==> src/rtl/supv_pkg.sv <==
package supv_pkg;

  typedef enum logic [1:0] {
    ST_HOLD  = 2'd0,
    ST_COUNT = 2'd1,
    ST_RUN   = 2'd2
  } supvState_e;

  typedef struct packed {
    logic clrCnt;
    logic loadSel;
    logic cntEn;
  } supvStrobe_t;

endpackage

==> src/rtl/supv_sync.sv <==
module supv_sync #(
  parameter int WIDTH = 2,
  parameter int STAGES = 2,
  parameter logic [WIDTH-1:0] RST_VAL = '1
) (
  input  logic             clk,
  input  logic             rstN,
  input  logic [WIDTH-1:0] din,
  output logic [WIDTH-1:0] dout
);

  logic [WIDTH-1:0] stg [STAGES];

  always_ff @(posedge clk or negedge rstN) begin
    if (!rstN) begin
      for (int s = 0; s < STAGES; s++) stg[s] <= RST_VAL;
    end else begin
      stg[0] <= din;
      for (int s = 1; s < STAGES; s++) stg[s] <= stg[s-1];
    end
  end

  assign dout = stg[STAGES-1];

endmodule

==> src/rtl/supv_datapath.sv <==
module supv_datapath import supv_pkg::*; #(
  parameter int LIM_SEL0 = 50,
  parameter int LIM_SEL1 = 200,
  parameter int LIM_SEL2 = 400,
  parameter int LIM_SEL3 = 800,
  parameter int SYNC_STAGES = 2
) (
  input  logic        clk,
  input  logic        rstN,
  input  logic        priLowRaw,
  input  logic        secLowRaw,
  input  logic [1:0]  timeoutSel,
  input  logic        msTick,
  input  supvStrobe_t strobe,
  output logic        priLowS,
  output logic        secLowS,
  output logic        cntDone
);

  localparam int LIM_MAX01 = (LIM_SEL0 > LIM_SEL1) ? LIM_SEL0 : LIM_SEL1;
  localparam int LIM_MAX23 = (LIM_SEL2 > LIM_SEL3) ? LIM_SEL2 : LIM_SEL3;
  localparam int LIM_MAX   = (LIM_MAX01 > LIM_MAX23) ? LIM_MAX01 : LIM_MAX23;
  localparam int CW        = $clog2(LIM_MAX + 1);

  localparam logic [CW-1:0] LIM0 = CW'(LIM_SEL0);
  localparam logic [CW-1:0] LIM1 = CW'(LIM_SEL1);
  localparam logic [CW-1:0] LIM2 = CW'(LIM_SEL2);
  localparam logic [CW-1:0] LIM3 = CW'(LIM_SEL3);

  logic [1:0]    syncOut;
  logic [CW-1:0] limitQ;
  logic [CW-1:0] limitSel;
  logic [CW-1:0] cntQ;

  // both comparators start out as "below trip"
  supv_sync #(
    .WIDTH  (2),
    .STAGES (SYNC_STAGES),
    .RST_VAL(2'b11)
  ) u_sync (
    .clk (clk),
    .rstN(rstN),
    .din ({secLowRaw, priLowRaw}),
    .dout(syncOut)
  );

  assign priLowS = syncOut[0];
  assign secLowS = syncOut[1];

  always_comb begin
    unique case (timeoutSel)
      2'b00:   limitSel = LIM0;
      2'b01:   limitSel = LIM1;
      2'b10:   limitSel = LIM2;
      default: limitSel = LIM3;
    endcase
  end

  // limit captured only at the start of a period
  always_ff @(posedge clk or negedge rstN) begin
    if (!rstN)               limitQ <= LIM0;
    else if (strobe.loadSel) limitQ <= limitSel;
  end

  always_ff @(posedge clk or negedge rstN) begin
    if (!rstN) begin
      cntQ <= '0;
    end else if (strobe.clrCnt) begin
      cntQ <= '0;
    end else if (strobe.cntEn && msTick && (cntQ != limitQ)) begin
      cntQ <= cntQ + 1'b1;
    end
  end

  assign cntDone = (cntQ == limitQ);

endmodule

==> src/rtl/supv_ctrl.sv <==
module supv_ctrl import supv_pkg::*; (
  input  logic        clk,
  input  logic        rstN,
  input  logic        priLowS,
  input  logic        cntDone,
  output supvStrobe_t strobe,
  output logic        rstActive
);

  supvState_e stateQ, stateD;

  always_comb begin
    stateD = stateQ;
    strobe = '0;
    unique case (stateQ)
      ST_HOLD: begin
        strobe.clrCnt = 1'b1;
        if (!priLowS) begin
          stateD         = ST_COUNT;
          strobe.loadSel = 1'b1;
        end
      end
      ST_COUNT: begin
        if (priLowS) begin
          stateD        = ST_HOLD;
          strobe.clrCnt = 1'b1;
        end else if (cntDone) begin
          stateD = ST_RUN;
        end else begin
          strobe.cntEn = 1'b1;
        end
      end
      ST_RUN: begin
        if (priLowS) stateD = ST_HOLD;
      end
      default: begin
        stateD        = ST_HOLD;
        strobe.clrCnt = 1'b1;
      end
    endcase
  end

  always_ff @(posedge clk or negedge rstN) begin
    if (!rstN) begin
      stateQ    <= ST_HOLD;
      rstActive <= 1'b1;
    end else begin
      stateQ    <= stateD;
      rstActive <= (stateD != ST_RUN);
    end
  end

endmodule

==> src/rtl/supv_reset_top.sv <==
module supv_reset_top import supv_pkg::*; #(
  parameter int LIM_SEL0 = 50,
  parameter int LIM_SEL1 = 200,
  parameter int LIM_SEL2 = 400,
  parameter int LIM_SEL3 = 800
) (
  input  logic       clk,
  input  logic       rstN,
  input  logic       priLowRaw,
  input  logic       secLowRaw,
  input  logic [1:0] timeoutSel,
  input  logic       msTick,
  output logic       sysRst,
  output logic       sysRstN,
  output logic       secFailN
);

  supvStrobe_t strobe;
  logic        priLowS;
  logic        secLowS;
  logic        cntDone;
  logic        rstActive;

  supv_datapath #(
    .LIM_SEL0(LIM_SEL0),
    .LIM_SEL1(LIM_SEL1),
    .LIM_SEL2(LIM_SEL2),
    .LIM_SEL3(LIM_SEL3),
    .SYNC_STAGES(2)
  ) u_dp (
    .clk       (clk),
    .rstN      (rstN),
    .priLowRaw (priLowRaw),
    .secLowRaw (secLowRaw),
    .timeoutSel(timeoutSel),
    .msTick    (msTick),
    .strobe    (strobe),
    .priLowS   (priLowS),
    .secLowS   (secLowS),
    .cntDone   (cntDone)
  );

  supv_ctrl u_ctrl (
    .clk      (clk),
    .rstN     (rstN),
    .priLowS  (priLowS),
    .cntDone  (cntDone),
    .strobe   (strobe),
    .rstActive(rstActive)
  );

  assign sysRst   = rstActive;
  assign sysRstN  = ~rstActive;
  assign secFailN = ~secLowS;

endmodule

==> config.mk <==
export PLATFORM = sky130hd
export DESIGN_NAME = supv_reset_top
export DESIGN_NICKNAME = d
export VERILOG_FILES = /design/src/rtl/supv_pkg.sv /design/src/rtl/supv_sync.sv /design/src/rtl/supv_datapath.sv /design/src/rtl/supv_ctrl.sv /design/src/rtl/supv_reset_top.sv
export SDC_FILE = /design/constraint.sdc
export NUM_CORES = 1
export LEC_CHECK = 0
export ABC_AREA = 1
export BUFFER_PORTS_ARGS = -buffer_cell sky130_fd_sc_hd__buf_4
export CAP_MARGIN = 10
export CORE_UTILIZATION = 45
export CTS_CLUSTER_DIAMETER = 120
export DETAILED_ROUTE_END_ITERATION = 10
export PLACE_DENSITY = 0.63
export SYNTH_ARGS = -nofsm -noshare
export SYNTH_HDL_FRONTEND = slang
export SYNTH_HIERARCHICAL = 1
export SYNTH_SLANG_ARGS = --single-unit
==> constraint.sdc <==
create_clock -name clk -period 3.35 [get_ports clk]
set_input_delay 0.67 -clock clk [delete_from_list [all_inputs] [get_ports clk]]
set_output_delay 0.67 -clock clk [all_outputs]
set_load 0.01 [all_outputs]
==> Implementation_results.wiki, run 1 <==
{| class="wikitable"
! Metric !! Value
|-
| Run status || finished with violations
|-
| Violated checks || DRC
|-
| RSZ-0062 raised after global routing || false
|-
| Post-synthesis area per instance || 7.70 µm²
|-
| Pin count of the biggest net entering global routing || 25
|-
| Source-to-sink clock delay at the later pin of the worst-skew pair || 0.32 ns
|-
| Final-report max-slew violation count || 0
|-
| Post-CTS sizing || 0
|-
| Post-Layout Cell Count || 220
|-
| Flip-flop and latch count after synthesis || 24
|-
| CP arrival || 2.13 ns
|-
| Vert. Die Dim || 57.7 µm
|-
| Horizontal extent of the die || 57.7 µm
|-
| Gpl congestion || 0.867
|-
| Clk sinks || 24
|-
| Max Clock Freq || 534 MHz
|-
| Cell at the root of the clock tree || clkbuf_4
|-
| Number of antenna cells inserted || 0
|-
| All-Layer GR Usage || 17.6%
|-
| Worst path most repeated cell || nand2_1
|-
| Area of the mapped netlist || 1390 µm²
|-
| Synthesized netlist cell count || 181
|-
| DRT Wirelength || 2580 µm
|-
| Row cnt || 19
|-
| Average wire length per cell after detail routing || 11.7 µm
|-
| Static leakage || 0.000781 µW
|-
| Final ANT Viol Nets || 0
|-
| Critical Path Sink Type || register
|-
| Worst Path Required || 3.61 ns
|-
| Max-cap check violation count || 0
|-
| Vias || 1156
|-
| First-pass GRT wire length || 4560 µm
|-
| Total Die Area || 3320 µm²
|-
| Starting density of the core || 48.9%
|-
| Portion of the post-synthesis area used by sequential elements || 43.8%
|-
| Top post-synthesis cells by area || dfrtp_1 (29%), dfstp_2 (15%), nand2_1 (14%), inv_1 (6.7%), nand3_1 (5.0%)
|-
| Area growth from synthesis to final layout || 7.54%
|-
| Via count of the first global-routing pass || 1076
|-
| Family with the most delay on the worst path || simple AND/OR/NAND/NOR gates
|-
| Crit-path max FO || 10
|-
| Total number of H-tree levels || 1
|-
| Post-detail-place hpwl || 1960 µm
|-
| Final hold violation count || 0
|-
| Number of distinct library cells after synthesis || 27
|-
| Worst VDD drop || 0.344 mV
|-
| DR pass1 iterations || 7
|-
| Antenna violations before repair || 0
|-
| Final worst clock skew || 0.0120 ns
|-
| CTS Hold Buffers Added || 0
|-
| Clock transition at the registers of the reported paths || 0.14 ns
|-
| Type of the worst setup path || reg2reg
|-
| Total negative slack || 0 ns
|-
| Post-detailed-route via-to-cell ratio || 5.25
|-
| Critical-path cell with the highest stage delay || dfrtp_1
|-
| Delay contributed by the slowest stage of the critical path || 0.47 ns
|-
| Headroom to the max-slew limit || 71.3%
|-
| Power per Cell Area || 596 nW/µm²
|-
| Layout Utilization || 52.5%
|-
| Final period utilization || 55.9%
|-
| Class of the most critical hold timing path || in2async
|-
| Number of clock buffers inserted by TritonCTS || 3
|-
| DRC violation count after routing || 1
|-
| Yosys warnings || 6
|-
| Postcts setup bufs || 0
|-
| Number of buffers on the longest clock path || 2
|-
| Instance count after placement with tap cells included || 216
|-
| Area share of the largest cell type after synthesis || 28.7%
|-
| Critical path buffers and inverters || 4
|-
| Biggest area consumer among synthesized cells || dfrtp_1
|-
| GRT Residual Overflow || 0
|-
| Synth Net Count || 193
|-
| Clock period minus final worst setup slack || 1.87 ns
|-
| Share of post-route cells with drive strength above 1 || 19.0%
|-
| Number of endpoints failing setup at the final stage || 0
|-
| Tightest hold margin || 0.218 ns
|-
| Count of nets after finishing || 202
|-
| Startpoint type of the worst setup path || register
|-
| Floorplan core area || 2850 µm²
|-
| Actual slew at the worst max-slew pin || 0.431 ns
|-
| Cell-by-cell trace of the critical path || inv_1 > nand2_1 > nand2_1 > nand2_1 > nor2_2 > nand3_4 > inv_2 > nor2_2 > nand2_1 > inv_1 > nand2_1 > inv_2 > nand3_1 > o21ai_1 > a21oi_1
|-
| Number of top-level design ports || 10
|-
| Number of DRC markers in iteration 0 || 35
|-
| # port buffers || 9
|-
| CTS tree || built
|}
==> layer usage <==
layer,vias up,GRT usage [%],share of wire [%]
met5,-,0,0
met4,0,2.04,0.62
met3,2,4.02,5.9
met2,36,31.1,47
met1,533,22.8,47
li1,585,-,-
==> final cells by class <==
| cell class | instances | area, µm² |
|---|---|---|
| timing repair buffer | 9 | 67.6 |
| clock buffer | 4 | 36.3 |
| tap | 31 | 38.8 |
| inverter | 31 | 116 |
| multi-input combinational | 121 | 629 |
| sequential | 24 | 611 |
| fill | 280 | 1350 |
==> layout by cell type, fill, tap and decap left out, drive strengths merged, types with 5 or more instances in the layout <==
master / n
buf: 9
dfrtp: 16
dfstp: 8
ha: 5
inv: 31
nand2: 54
nand3: 15
nand4: 8
nor2: 17
o21ai: 8
==> sequential cells by signal, indices dropped and copies added, names as in the netlist <==
signal	flops
u_dp/u_sync/dout	2
u_ctrl/stateQ	2
u_dp/u_sync/stg	2
u_dp/cntQ	10
u_ctrl/rstActive	1
u_dp/limitQ	7
==> power breakdown <==
group          internal, µW  switching, µW
Sequential              367           41.9
Combinational           113            220
Clock                  66.4           85.4
==> through the flow <==
| step | cell area [µm²] | setup slack (ns) | power [µW] |
|---|---|---|---|
| 6_report | 1500 | 1.48 | 894 |
| 3_5_place_dp | 1460 | 1.50 | 750 |
| 5_1_grt | 1500 | 1.28 | 971 |
| 3_3_place_gp | 1460 | 1.55 | 742 |
| 4_1_cts | 1500 | 1.48 | 906 |
| 2_1_floorplan | 1390 | 1.67 | 682 |
==> cell usage after synthesis (all sizes together) <==
cell / count
a21oi: 4
a22oi: 1
buf: 3
clkbuf: 2
dfrtp: 16
dfstp: 8
ha: 5
inv: 31
nand2: 54
nand3: 15
nand3b: 1
nand4: 8
nor2: 17
nor3: 4
o21a: 1
o21ai: 8
xnor2: 1
xor2: 2
==> worst paths after layout <==
| path | startpoint | to | slack, ns | depth (start not counted) |
|---|---|---|---|---|
| worst max register to register | u_dp/cntQ[4]$_DFFE_PN0P_ | u_dp/cntQ[4]$_DFFE_PN0P_ | 1.48 | 15 |
| worst min register to register | u_dp/u_sync/stg[2]$_DFF_PN1_ | u_dp/u_sync/dout[0]$_DFF_PN1_ | 0.37 | 0 |
| max in group asynchronous | rstN | u_dp/limitQ[5]$_DFFE_PN1P_ | 2.83 | 1 |
| worst max-delay path | u_dp/cntQ[4]$_DFFE_PN0P_ | u_dp/cntQ[4]$_DFFE_PN0P_ | 1.48 | 15 |
| worst min-delay path | rstN | u_ctrl/stateQ[1]$_DFF_PN0_ | 0.22 | 1 |
| min in group clk | u_dp/u_sync/stg[2]$_DFF_PN1_ | u_dp/u_sync/dout[0]$_DFF_PN1_ | 0.37 | 0 |
==> kinds of logic after synthesis <==
| logic type | share of synthesized area [%] |
|---|---|
| simple gates | 33.4 |
| buf+inv | 11.0 |
| flops | 43.8 |
| compound gates | 5.39 |
| fa+ha+maj | 4.49 |
| xor+xnor | 1.89 |
Note: power is estimated with default switching activity, not from simulation.
==> inputs of run 2 (changes only) <==
==> constraint.sdc (replaced) <==
create_clock -name clk -period 1.8 [get_ports clk]
set_input_delay 0.36 -clock clk [delete_from_list [all_inputs] [get_ports clk]]
set_output_delay 0.36 -clock clk [all_outputs]
set_load 0.01 [all_outputs]
==> run 2 against run 1 <==
Compared with the run above:
- the run still ends with DRC left
- cell count increased by 3.6%
- fmax increased by 9.8%
- sequential power increased by 87%
- first-iteration DRC count increased by 31%
- sequential cell count unchanged
- hold slack got worse by 0.085 ns
- largest power group unchanged
- highest routed layer is now met3
==> Implementation_results.wiki, run 2 (same netlist as run 1, synthesis figures left out) <==
{| class="wikitable"
! Metric !! Value
|-
| Tightest hold margin || 0.133 ns (-0.0850 ns)
|-
| CTS tree || built
|-
| DRC violation count after routing || 1 (unchanged)
|-
| Internal power contribution || 1150 µW (+110%)
|-
| Critical Path Sink Type || register
|-
| Final hold violation count || 0 (unchanged)
|-
| Headroom to the max-slew limit || 69.8% (-1.5 points)
|-
| GRT Residual Overflow || 0 (unchanged)
|-
| Instance count after placement with tap cells included || 221 (+2.3%)
|-
| Number of endpoints failing setup at the final stage || 0 (unchanged)
|-
| Gpl congestion || 0.871 (+0.43%)
|-
| Floorplan core area || 2850 µm² (unchanged)
|-
| Number of DRC markers in iteration 0 || 46 (+31%)
|-
| Post-detailed-route via-to-cell ratio || 5.10 (-2.9%)
|-
| Crit-path max FO || 5 (-5)
|-
| Clock transition at the registers of the reported paths || 0.14 ns (about the same)
|-
| Source-to-sink clock delay at the later pin of the worst-skew pair || 0.31 ns (about the same)
|-
| Vias || 1163 (+0.61%)
|-
| Max-cap check violation count || 0 (unchanged)
|-
| Final period utilization || 94.7% (+39 points)
|-
| Static leakage || 0.000844 µW (+8.0%)
|-
| Run status || finished with violations
|-
| Vert. Die Dim || 57.7 µm (unchanged)
|-
| Class of the most critical hold timing path || in2reg
|-
| Part of the total power dissipated in sequential elements || 41.3% (-4.5 points)
|-
| DR pass1 iterations || 7 (unchanged)
|-
| Total number of H-tree levels || 1 (unchanged)
|-
| Number of top-level design ports || 10 (unchanged)
|-
| Max FFs per register || 10 (unchanged)
|-
| Cell at the root of the clock tree || clkbuf_4
|-
| Violated checks || DRC
|-
| Starting density of the core || 48.9% (unchanged)
|-
| Horizontal extent of the die || 57.7 µm (unchanged)
|-
| Post-detail-place hpwl || 2060 µm (+5.3%)
|-
| Type of the worst setup path || reg2reg
|-
| DRT Wirelength || 2770 µm (+7.4%)
|-
| CP arrival || 1.96 ns (-0.17 ns)
|-
| Power share of the combinational group || 37.4% (about the same)
|-
| First-pass GRT wire length || 4640 µm (+1.7%)
|-
| Startpoint of the most critical hold path || secLowRaw
|-
| Share of post-route cells with drive strength above 1 || 26.9% (+7.9 points)
|-
| Worst Path Required || 2.05 ns (-1.56 ns)
|-
| Biggest regs || u_dp/cntQ: 10 flops, u_dp/limitQ: 7 flops
|-
| Pin count of the biggest net entering global routing || 25 (unchanged)
|-
| # port buffers || 9 (unchanged)
|-
| All-Layer GR Usage || 18.4% (+0.79 points)
|-
| Row cnt || 19 (unchanged)
|-
| Number of antenna cells inserted || 0 (unchanged)
|-
| Post-Layout Cell Count || 228 (+3.6%)
|-
| Register ranked first by flip-flop count || u_dp/cntQ
|-
| Clk sinks || 24 (unchanged)
|-
| Proportion of power drawn by the clock network || 21.3% (+4.3 points)
|-
| Final worst clock skew || 0.00235 ns (-0.00967 ns)
|-
| Leading cell types in the layout, fill and taps excluded || nand2_1 (48), inv_1 (23), buf_4 (15), dfrtp_1 (15), nand3_1 (13)
|-
| Count of nets after finishing || 210 (+4.0%)
|-
| Total negative slack || 0 ns (unchanged)
|-
| Area growth from synthesis to final layout || 17.3%
|-
| Net switching power || 704 µW (+100%)
|-
| Number of buffers on the longest clock path || 2 (unchanged)
|-
| Worst VDD drop || 0.729 mV (+110%)
|-
| Total Die Area || 3320 µm² (unchanged)
|-
| Max Clock Freq || 587 MHz (+9.8%)
|-
| Power per Cell Area || 1130 nW/µm² (+90%)
|-
| Average wire length per cell after detail routing || 12.1 µm (+3.6%)
|-
| Met1 GRT Util || 23.6% (+0.74 points)
|-
| Startpoint of the lowest-slack register-to-register path || u_dp/limitQ[5]$_DFFE_PN1P_
|-
| Number of clock buffers inserted by TritonCTS || 3 (unchanged)
|-
| Final ANT Viol Nets || 0 (unchanged)
|-
| Via count of the first global-routing pass || 1097 (+2.0%)
|-
| Total Power Consumption || 1850 µW (+110%)
|-
| Switching share of power || 38.0% (-0.84 points)
|-
| Startpoint type of the worst setup path || register
|-
| Actual slew at the worst max-slew pin || 0.453 ns (+0.0218 ns)
|-
| GRT met3 Usage || 3.35% (-0.67 points)
|-
| Antenna violations before repair || 0 (unchanged)
|-
| Most common cell after layout, fill and taps aside || nand2_1
|-
| Final-report max-slew violation count || 0 (unchanged)
|-
| Met2 Resource Use GR || 30.6% (-0.50 points)
|-
| Clock period minus final worst setup slack || 1.70 ns (-0.168 ns)
|-
| Worst Setup SP || u_dp/limitQ[5]$_DFFE_PN1P_
|-
| Layer with the highest usage after global routing || met2
|}
## run 2: cell type report
type	count	area (µm²)
fill	249	1220
multi-input combinational	121	679
clock inverter	1	30.0
sequential	24	612
tap	31	38.8
timing repair buffer	16	123
timing repair inverter	1	6.26
inverter	31	124
clock buffer	3	22.5
## run 2: worst paths after layout
kind,to,slack [ns],cells after the start
worst max-delay path,u_dp/cntQ[4]$_DFFE_PN0P_,0.1,13
worst min-delay path,u_dp/u_sync/stg[3]$_DFF_PN1_,0.13,1
worst max register to register,u_dp/cntQ[4]$_DFFE_PN0P_,0.1,13
worst min register to register,u_dp/u_sync/dout[1]$_DFF_PN1_,0.37,0
max in group asynchronous,u_dp/u_sync/dout[0]$_DFF_PN1_,1.05,2
min in group asynchronous,u_dp/cntQ[2]$_DFFE_PN0P_,0.46,2
## run 2: worst max-delay path, cell delays in order, from the launching register on
cell     delay (ns)
dfstp_2        0.58
xnor2_2        0.12
nand2_2        0.09
nor2_4         0.12
nand3_4        0.08
inv_2          0.07
nor2_2         0.03
nand2_2        0.06
inv_2          0.04
nand2_4        0.12
inv_8          0.06
nand3_2        0.06
o21ai_1        0.07
a21oi_1        0.13
## run 2: power groups by stage
| stage | clock network [µW] | registers (µW) | logic, µW |
|---|---|---|---|
| 6_report | 394 | 765 | 693 |
| 5_1_grt | 429 | 787 | 792 |
| 4_1_cts | 413 | 762 | 634 |
| 3_3_place_gp | 0 | 767 | 615 |
| 3_5_place_dp | 0 | 771 | 631 |
| 2_1_floorplan | 0 | 760 | 509 |
## run 2: through the flow
step | instance area [µm²] | utilization, % | setup WS, ns
after floorplan | 1390 | - | 0.120
after global placement | 1500 | 52.6 | 0.0829
after detailed placement | 1500 | 52.6 | 0.0395
after CTS | 1560 | 54.8 | 0.0196
after global routing | 1640 | 57.3 | -0.0590
final | 1640 | 57.3 | 0.0961
## run 2: per-layer routing
metal  wire length [µm]  vias to the layer above
li1                   -                      598
met1               1280                      545
met2               1350                       20
met3                133                        0
met4                  0                        0
met5                  0                        -
## run 2: repair_timing
item | CTS | global route
hold endpoints to repair | 16 | 0
setup buffers | 0 | 1
resized for setup | 0 | 20
hold buffers | 1 | 0
endpoints found under the setup margin | 0 | 10
==> inputs of run 3 (changes only) <==
--- a/config.mk
+++ b/config.mk
@@ -9,6 +9,7 @@
 export BUFFER_PORTS_ARGS = -buffer_cell sky130_fd_sc_hd__buf_4
 export CAP_MARGIN = 10
 export CORE_UTILIZATION = 45
+export CTS_BUF_LIST = sky130_fd_sc_hd__clkbuf_8
 export CTS_CLUSTER_DIAMETER = 120
 export DETAILED_ROUTE_END_ITERATION = 10
 export PLACE_DENSITY = 0.63
==> run 3 against run 2 <==
Compared with the run above:
- via count is 0.69% higher
- largest cell class unchanged
- the flow still finishes with violations (DRC)
- critical endpoint unchanged
- combinational power is 4.5% lower
- non-clock buffer count stayed put
- core utilization is 0.13 points lower
- critical path type unchanged
- routed wire length is 0.11% lower
==> Implementation_results.wiki, run 3 (same netlist as run 1, synthesis figures left out) <==
{| class="wikitable"
! Metric !! Value
|-
| Number of top-level design ports || 10 (unchanged)
|-
| Cell-by-cell trace of the critical path || xnor2_1 > nand2_1 > nor2_2 > nand3_4 > inv_2 > nor2_2 > nand2_2 > inv_2 > nand2_4 > inv_8 > nand3_2 > o21ai_1 > a21oi_1
|-
| Run status || finished with violations
|-
| Met2 Resource Use GR || 29.6% (-1.0 points)
|-
| Most common cell after layout, fill and taps aside || nand2_1
|-
| Clock transition at the registers of the reported paths || 0.08 ns (-0.06 ns)
|-
| Worst R2R Setup Slack || 0.13 ns (+0.03 ns)
|-
| DRC violation count after routing || 1 (unchanged)
|-
| Area of all placed cells without fillers || 1630 µm² (-0.23%)
|-
| Final-report max-slew violation count || 0 (unchanged)
|-
| Worst VDD drop || 0.577 mV (-21%)
|-
| First-pass GRT wire length || 4650 µm (+0.30%)
|-
| Source-to-sink clock delay at the later pin of the worst-skew pair || 0.27 ns (-0.04 ns)
|-
| Vert. Die Dim || 57.7 µm (unchanged)
|-
| Power per Cell Area || 1160 nW/µm² (+2.7%)
|-
| Number of clock buffers inserted by TritonCTS || 3 (unchanged)
|-
| All-Layer GR Usage || 18.6% (+0.29 points)
|-
| Gpl congestion || 0.871 (unchanged)
|-
| Max FFs per register || 10 (unchanged)
|-
| GRT Residual Overflow || 0 (unchanged)
|-
| Layer with the highest usage after global routing || met2
|-
| Area growth from synthesis to final layout || 17.1%
|-
| Number of fill cells in the layout || 250 (+0.40%)
|-
| Met1 GRT Util || 23.9% (+0.29 points)
|-
| Violated checks || DRC
|-
| Antenna violations before repair || 0 (unchanged)
|-
| Final ANT Viol Nets || 0 (unchanged)
|-
| Final hold violation count || 0 (unchanged)
|-
| Clock period minus final worst setup slack || 1.67 ns (-0.0326 ns)
|-
| DRT Wirelength || 2770 µm (-0.11%)
|-
| Pin count of the biggest net entering global routing || 25 (unchanged)
|-
| Actual slew at the worst max-slew pin || 0.461 ns (+0.00815 ns)
|-
| Post-detailed-route via-to-cell ratio || 5.14 (+0.69%)
|-
| Startpoint type of the worst setup path || register
|-
| Critical-path cell with the highest stage delay || dfstp_2
|-
| Via count of the first global-routing pass || 1098 (+0.091%)
|-
| Max Clock Freq || 598 MHz (+1.9%)
|-
| Critical Path Sink Type || register
|-
| Total Die Area || 3320 µm² (unchanged)
|-
| Class of the most critical hold timing path || in2reg
|-
| Biggest regs || u_dp/cntQ: 10 flops, u_dp/limitQ: 7 flops
|-
| Register ranked first by flip-flop count || u_dp/cntQ
|-
| Layout Utilization || 57.2% (-0.13 points)
|-
| Placed cell area || 1500 µm² (unchanged)
|-
| # port buffers || 9 (unchanged)
|-
| Cell at the root of the clock tree || clkbuf_8
|-
| Post-placement worst setup slack || 0.0395 ns (unchanged)
|-
| Count of nets after finishing || 210 (unchanged)
|-
| Crit-path max FO || 5 (unchanged)
|-
| Clk sinks || 24 (unchanged)
|-
| Total number of H-tree levels || 1 (unchanged)
|-
| Share of post-route cells with drive strength above 1 || 25.4% (-1.5 points)
|-
| Worst Path Required || 2.00 ns (-0.05 ns)
|-
| Number of buffers on the longest clock path || 2 (unchanged)
|-
| Average wire length per cell after detail routing || 12.1 µm (-0.11%)
|-
| RSZ-0062 raised after global routing || true
|-
| Type of the worst setup path || reg2reg
|-
| Final worst clock skew || 0.00262 ns (+0.000272 ns)
|-
| Vias || 1171 (+0.69%)
|-
| GRT met3 Usage || 3.57% (+0.22 points)
|-
| Worst Setup SP || u_dp/limitQ[5]$_DFFE_PN1P_
|-
| Number of DRC markers in iteration 0 || 42 (-8.7%)
|-
| Reg2Reg Depth || 13 (unchanged)
|-
| Endpoint of the lowest-slack register-to-register path || u_dp/cntQ[4]$_DFFE_PN0P_
|-
| CP arrival || 1.87 ns (-0.09 ns)
|-
| CTS tree || built
|-
| Headroom to the max-slew limit || 69.3% (-0.54 points)
|-
| Delay contributed by the slowest stage of the critical path || 0.54 ns (-0.04 ns)
|-
| Starting density of the core || 48.9% (unchanged)
|-
| Floorplan core area || 2850 µm² (unchanged)
|-
| Static leakage || 0.000845 µW (+0.19%)
|-
| Startpoint of the lowest-slack register-to-register path || u_dp/limitQ[5]$_DFFE_PN1P_
|-
| Final critical-path setup slack || 0.129 ns (+0.0326 ns)
|-
| Horizontal extent of the die || 57.7 µm (unchanged)
|-
| DR pass1 iterations || 7 (unchanged)
|-
| Final period utilization || 92.9% (-1.8 points)
|-
| Leading cell types in the layout, fill and taps excluded || nand2_1 (49), inv_1 (23), buf_4 (15), dfrtp_1 (15)
|-
| Endpoint of the most critical setup path || u_dp/cntQ[4]$_DFFE_PN0P_
|-
| Max-cap check violation count || 0 (unchanged)
|-
| Row cnt || 19 (unchanged)
|-
| Number of antenna cells inserted || 0 (unchanged)
|-
| Post-detail-place hpwl || 2060 µm (unchanged)
|-
| Number of endpoints failing setup at the final stage || 0 (unchanged)
|}
-- run 3: routing by layer --
metal | vias up | routed length [µm]
met2 | 24 | 1280
li1 | 600 | -
met1 | 542 | 1310
met3 | 5 | 122
met5 | - | 0
met4 | 0 | 48
-- run 3: what timing repair did --
item / in CTS / in global routing
hold buffers: 1 / 0
resized for setup: 0 / 15
endpoints found under the hold margin: 16 / 0
setup endpoints to repair: 0 / 10
buffers inserted: 0 / 1
-- run 3: cell type report --
| cell class | count | area, µm² | share of cell area, % |
|---|---|---|---|
| Multi-Input combinational cell | 121 | 657 | 40.3 |
| Sequential cell | 24 | 612 | 37.5 |
| Inverter | 31 | 124 | 7.59 |
| Timing Repair Buffer | 16 | 123 | 7.52 |
| Clock buffer | 3 | 41.3 | 2.53 |
| Tap cell | 31 | 38.8 | 2.38 |
| Clock inverter | 1 | 30.0 | 1.84 |
| Timing Repair inverter | 1 | 6.26 | 0.383 |
-- run 3: critical path: cells and delay by family, from the launching register on --
family,cells,cell delay [ns]
and+or+nand+nor,7,0.58
xor gates and xnor gates,1,0.11
buffers and inverters,3,0.16
DFF,1,0.54
AOI/OAI and AO/OA,2,0.19
-- run 3: metrics by stage --
stage               hold WS, ns  power [µW]  std cells  TNS (ns)
floorplan                0.0644        1270        181         0
global placement          0.272        1380        221         0
detailed placement        0.276        1400        221         0
CTS                       0.181        1890        226         0
global route              0.167        2050        228   -0.0350
finish                    0.191        1900        228         0
-- run 3: worst min path at each step --
stage | start | end | slack [ns] | depth (start not counted)
final | priLowRaw | u_dp/u_sync/stg[2]$_DFF_PN1_ | 0.19 | 1
after global routing | priLowRaw | u_dp/u_sync/stg[2]$_DFF_PN1_ | 0.17 | 1
after CTS | secLowRaw | u_dp/u_sync/stg[3]$_DFF_PN1_ | 0.18 | 1
after detailed placement | rstN | u_dp/cntQ[5]$_DFFE_PN0P_ | 0.28 | 1
after global placement | rstN | u_dp/cntQ[5]$_DFFE_PN0P_ | 0.27 | 1
after floorplan | rstN | u_ctrl/stateQ[0]$_DFF_PN0_ | 0.06 | 0
-- run 3: where the power goes --
| part | internal (µW) | switching, µW |
|---|---|---|
| logic | 226 | 436 |
| registers | 683 | 77.5 |
| clock network | 297 | 178 |
